[src/rtl/stereo_rx_deser.sv]
module stereo_rx_deser #(
  parameter int OUT_W = 24
) (
  input  logic             clk,
  input  logic             rst_n,
  input  logic             bclk_in,
  input  logic             wclk_in,
  input  logic             sdata_in,
  input  logic             fmt24,
  output logic [OUT_W-1:0] left_o,
  output logic [OUT_W-1:0] right_o,
  output logic             valid_o,
  output logic             frame_err_o
);

  localparam int         K32 = (OUT_W < 32) ? OUT_W : 32;
  localparam int         K24 = (OUT_W < 24) ? OUT_W : 24;
  localparam logic [6:0] W7  = 7'(OUT_W);

  logic [2:0] bclk_p, wclk_p;
  logic [1:0] sd_p;
  logic       b_fall, w_rise, sd, active, fmt_q, capture;
  logic [6:0] cnt, half, flen, pos;
  logic [5:0] shamt;
  logic [OUT_W-1:0] sr, sr_nxt, ext, l_hold;
  logic signed [OUT_W-1:0] up;

  assign b_fall  = bclk_p[2] & ~bclk_p[1];
  assign w_rise  = wclk_p[1] & ~wclk_p[2];
  assign sd      = sd_p[1];
  assign half    = fmt_q ? 7'd24 : 7'd32;
  assign flen    = {half[5:0], 1'b0};
  assign pos     = (cnt < half) ? cnt : cnt - half;
  assign shamt   = fmt_q ? 6'(OUT_W - K24) : 6'(OUT_W - K32);
  assign capture = b_fall & active & (cnt != flen);

  always_comb begin
    if (pos == 7'd0)    sr_nxt = {{(OUT_W-1){1'b0}}, sd};
    else if (pos < W7)  sr_nxt = {sr[OUT_W-2:0], sd};
    else                sr_nxt = sr;
    up  = sr_nxt << shamt;
    ext = up >>> shamt;
  end

  always_ff @(posedge clk) begin
    if (!rst_n) begin
      bclk_p      <= '0;
      wclk_p      <= '0;
      sd_p        <= '0;
      active      <= 1'b0;
      fmt_q       <= 1'b0;
      cnt         <= '0;
      sr          <= '0;
      l_hold      <= '0;
      left_o      <= '0;
      right_o     <= '0;
      valid_o     <= 1'b0;
      frame_err_o <= 1'b0;
    end else begin
      bclk_p      <= {bclk_p[1:0], bclk_in};
      wclk_p      <= {wclk_p[1:0], wclk_in};
      sd_p        <= {sd_p[0], sdata_in};
      valid_o     <= 1'b0;
      frame_err_o <= 1'b0;
      if (w_rise) begin
        if (active && cnt != flen) frame_err_o <= 1'b1;
        active <= 1'b1;
        fmt_q  <= fmt24;
        cnt    <= '0;
      end else if (capture) begin
        cnt <= cnt + 7'd1;
        sr  <= sr_nxt;
        if (cnt == half - 7'd1) l_hold <= ext;
        if (cnt == flen - 7'd1) begin
          left_o  <= l_hold;
          right_o <= ext;
          valid_o <= 1'b1;
        end
      end
    end
  end


  strobe_width_chk: assert property (@(posedge clk) disable iff (!rst_n)
    valid_o |=> !valid_o);


  hold_chk: assert property (@(posedge clk) disable iff (!rst_n)
    !valid_o |-> ($stable(left_o) && $stable(right_o)));


  valid_pos_chk: assert property (@(posedge clk) disable iff (!rst_n)
    valid_o |-> ($past(cnt) == $past(flen) - 7'd1));


  err_pulse_chk: assert property (@(posedge clk) disable iff (!rst_n)
    frame_err_o |=> !frame_err_o);


  err_valid_excl_chk: assert property (@(posedge clk) disable iff (!rst_n)
    frame_err_o |-> !valid_o);


  cnt_bound_chk: assert property (@(posedge clk) disable iff (!rst_n)
    cnt <= flen);

endmodule

[config.mk]
export PLATFORM = sky130hd
export DESIGN_NAME = stereo_rx_deser
export DESIGN_NICKNAME = d
export VERILOG_FILES = /design/src/rtl/stereo_rx_deser.sv
export SDC_FILE = /design/constraint.sdc
export NUM_CORES = 1
export LEC_CHECK = 0
export CORE_MARGIN = 2
export CORE_UTILIZATION = 59
export CTS_CLUSTER_SIZE = 24
export DETAILED_ROUTE_END_ITERATION = 12
export PLACE_DENSITY = 0.87
export SLEW_MARGIN = 10
export SYNTH_ARGS = -nofsm -noshare
export SYNTH_HDL_FRONTEND = slang
export SYNTH_SLANG_ARGS = --single-unit
[constraint.sdc]
create_clock -name clk -period 5.7 [get_ports clk]
set_clock_uncertainty 0.2 [all_clocks]
set_input_delay 0.855 -clock clk [delete_from_list [all_inputs] [get_ports clk]]
set_output_delay 0.855 -clock clk [all_outputs]
set_load 0.05 [all_outputs]
# == Yosys cells after proc, flatten, opt, wreduce, memory -nomap -nowiden ==
# Index checks and enable logic that the tools add are counted.
# op_classes
n_addsub,4
multipliers,0
div_mod_pow,0
order_cmp,2
n_eq_ne,3
n_shift,0
mux,6
bitwise,9
n_reduce_logical,8
# op_table
op,count
$mux 24,2
$eq 7x7->1,2
$add 7x1->7 const B,1
$logic_not 7->1,1
$lt 7x5->1 const B,1
$lt 7x6->1,1
$mux 7,1
$ne 7x7->1,1
$sub 6x1->7 const B,1
$sub 7x1->7 const B,1
$sub 7x6->7,1
$mux 6,1
$reduce_and 3->1,2
$not 1->1,5
$and 1x1->1,4
$reduce_and 2->1,2
$reduce_or 3->1,1
$mux 1,2
$reduce_or 2->1,1
$logic_and 1x1->1,1
# totals
regBits,115
latch_bits,0
mem_bits_rw,0
romBits,0
inputBits,6
memories,0

# == Logic depth before layout (Yosys ltp) ==
# logic_depth
depth_word,6
ltp_mapped,11

# == Worst setup path before layout ==
# OpenSTA, ideal clock, no wires.
# synth_timing
kind,reg2reg
startpoint,register cnt[3]
endpoint,register sr[23]
arrival_ps,2541
required_time_ps,5383
setup_slack_ps,2842
stages_incl_launch_ff,11
period_less_slack_ps,2858
path_cell_list,dfxtp_1 -> inv_1 -> ha_1 -> fa_1 -> o21ai_0 -> a311oi_4 -> nand3_2 -> and2_1 -> buf_2 -> buf_6 -> a22o_1
# synth_between
elab_chain_cells,5
elab_cells_between_ends,10
classes_between,add/sub: 1; order compare: 2; eq/ne: 1; mux: 3; bitwise: 1; reduce/logical: 2
# synth_lines
element,line_no,source
from (decl),23,"logic [6:0] cnt, half, flen, pos;"
from (signal assigned),71,cnt <= cnt + 7'd1;
$sub 7x6->7 or $lt 7x6->1 (tied branches),33,assign pos = (cnt < half) ? cnt : cnt - half;
$mux 7,33,
$lt 7x5->1,39,"else if (pos < W7) sr_nxt = {sr[OUT_W-2:0], sd};"
$mux 24,39,
$mux 24,38,"if (pos == 7'd0) sr_nxt = {{(OUT_W-1){1'b0}}, sd};"
to (signal assigned),72,sr <= sr_nxt;
to (decl),25,"logic [OUT_W-1:0] sr, sr_nxt, ext, l_hold;"
# Parallel ways exist; a longest one is shown, timed or not.
# A chain may end at the register's enable or synchronous reset.

# == Final worst setup path ==
# layout_timing
startpoint,register cnt[3]
endpoint,register sr[8]
# The elaborated chain is that of the path after synthesis.

==> reports/metrics.cfg <==
[critical_path]
r2r-start=cnt[3]
startpoint_type=register
slowest_stage=a311oi_4
path_max_fanout=23
endpoint=sr[8]
cp.required_ns=5.95
cp-end-kind=register
critPathKind=register to register
r2r_cells=8
critPathArrivalTime_ns=4.14
critPathLaunch=cnt[3]
regToRegSetupSlack_ns=1.80
crit_chain=inv_1 > ha_1 > fa_1 > o21ai_0 > a311oi_4 > nand4_1 > a21oi_2 > a22o_1
critical_path.max_stage_delay_ns=0.82
r2r-end=sr[8]

[timing]
max_freq_ghz=0.257
hold_viol_final=0
slew_headroom=0.334
period_needed_ns=3.90
setup_tns_ns=0
slew_violations=0
rsz0062_at_grt=false
worst_pin_slew_ns=0.999
post-route-period-util=0.684
report.final.setup_viol=0

[yosys]
syn_avg_cell_area_um2=9.61
async_reset_ff_frac=0
synth_edf_count=0
synth_area_leaders=dfxtp_1 53%, a21oi_1 5.9%, o21ai_0 5.8%
synth_top_area_frac=0.526
ys_ff_latch=115
syn_area_mm2=0.00437
yosys.area.top_type=dfxtp_1
netlist_top_cells_count=115 x dfxtp_1, 54 x nand2_1, 52 x a21oi_1
synth_cell_types=43
yosysMostFrequentCell=dfxtp_1
yosysSeqAreaShare=0.526
synth.net_count=467
synth_ff_type=dfxtp_1
synth_cells=455
ys_warn_count=0

[power_and_ir_drop]
intPower_uw=1440
switchingPower_uw=368
swShare=0.203
p_leak_uw=0.00217
power_frac_comb=0.017
clkPwrFrac=0.536
ir_drop_uv=290
power_frac_seq=0.447
power_density_mw_per_mm2=329

[clocking]
worst_skew_pair.late_latency_ns=0.51
postCtsHoldBufs=0
tritoncts=yes
cts_buffers=17
cts_root_buf=clkbuf_8
htreeDepth=4
clk_path_buf_depth=2
cts_sinks=115
cts_resized=0
cts_setup_buffers=0
path_clk_slew_ns=0.05

[die]
die_area_mm2=0.00812
row_count=31
initial_core_util=0.606
io_pins=56
die_h_um=90.1
fp.coreArea_mm2=0.00721
die_width_um=90.1

[grt]
grt_pass1_wl_mm=16.6
grt_start_max_net_pins=59
grt_pass1_vias=3471
gr-usage-all-layers=0.255
antenna_found_initial=0
overflow=0

[drt]
drt_iter0_drc=285
post_drt_wl_per_cell_um=16.0
routed_wl_mm=9.82
drtPass1Iterations=5
vias=3514
route.detailed.drc=0
drtAntennaViolNets=0
viasPerCell=5.72

[flow_run]
maxCapViolations=0

[cells_and_area]
drive_gt1_frac=0.0854
final_cells=614
fin_nets=514
area_delta_synth_final_pct=25.7
n_antenna_cell=0
fillers=461

[hold_path]
worstHoldStart=wclk_p[0]
hp-class=register to register

[placement]
globalplace.congestion=1.05
dp_cells=582
dp_hpwl_mm=5.77
portBuffers=55

[status]
status=finished, final reports clean

[cells in the final DEF (no fill, tap or decap), types with 11 or more instances in the layout]
master / count
a21oi_1: 52
nand2_1: 54
a22o_1: 23
dfxtp_1: 115
mux2i_1: 25
o21ai_0: 51
clkdlybuf4s50_1: 54
clkbuf_16: 16
and2_1: 11
nor2_1: 12
a21boi_1: 21
[flip-flops by register name, summed over array words and instances, names as in the netlist]
name and count:
left_o 24, sr 24, valid_o 1, active 1
bclk_p 3, sd_p 2, wclk_p 3, l_hold 24
right_o 24, fmt_q 1, frame_err_o 1, cnt 7
[layout make-up]
class | instances | area [um2] | share of cell area
clock buffers | 24 | 480 | 0.0874
clock inverters | 8 | 76.3 | 0.0139
inverters | 6 | 22.5 | 0.00410
multi-input cells | 301 | 1900 | 0.346
flip-flops and latches | 115 | 2300 | 0.419
well taps | 99 | 124 | 0.0225
repair buffers | 61 | 591 | 0.107
[worst min-delay path by stage]
| stage | cells after the start | slack, ns | to |
|---|---|---|---|
| detailed placement | 1 | 0.22 | wclk_p[1] |
| floorplan | 1 | 0.21 | bclk_p[1] |
| global route | 1 | 0.25 | wclk_p[1] |
| CTS | 1 | 0.23 | sd_p[1] |
| global placement | 1 | 0.21 | wclk_p[1] |
| finish | 1 | 0.23 | wclk_p[1] |
[routing by layer]
layer  track usage  part of all wire
met5             0                 0
met4         0.114             0.023
met3        0.0796             0.061
met2         0.407              0.48
met1         0.318              0.44
[worst max-delay path, delay by kind of cell (launching register included)]
| family | cells | cell delay [ns] |
|---|---|---|
| DFF | 1 | 0.43 |
| AOI/OAI and AO/OA | 4 | 2.05 |
| and+or+nand+nor | 1 | 0.22 |
| buffers and inverters | 1 | 0.12 |
| adders and majority gates | 2 | 0.80 |
[metrics by stage]
stage / total power (uW) / hold slack [ns] / instance area (um2) / worst slack (ns) / utilization
global route: 1860 / 0.247 / 5500 / 1.62 / 0.762
CTS: 1820 / 0.235 / 5500 / 1.85 / 0.762
floorplan: 849 / 0.212 / 4370 / 2.84 / -
finish: 1810 / 0.230 / 5500 / 1.80 / 0.762
detailed placement: 856 / 0.221 / 4940 / 2.00 / 0.685
global placement: 855 / 0.214 / 4940 / 2.15 / 0.685
[cell families (layout without fill, tap and decap cells)]
group	Yosys count	in the layout	synth area share
flip-flops	115	115	0.526
multiplexers	25	25	0.0572
AO/OA/AOI/OAI	158	158	0.225
XOR/XNOR	8	8	0.0160
AND/OR/NAND/NOR	104	104	0.115
adder cells (fa/ha/maj)	6	6	0.0189
buffers and inverters	39	99	0.0415
[power groups by stage]
stage	logic [uW]	registers, uW	clock network, uW
2_1_floorplan	23.5	826	0
3_3_place_gp	28.6	826	0
3_5_place_dp	29.8	826	0
4_1_cts	31.0	809	977
5_1_grt	34.0	809	1020
6_report	31.1	809	969
Note: power is estimated with default switching activity, not from simulation.
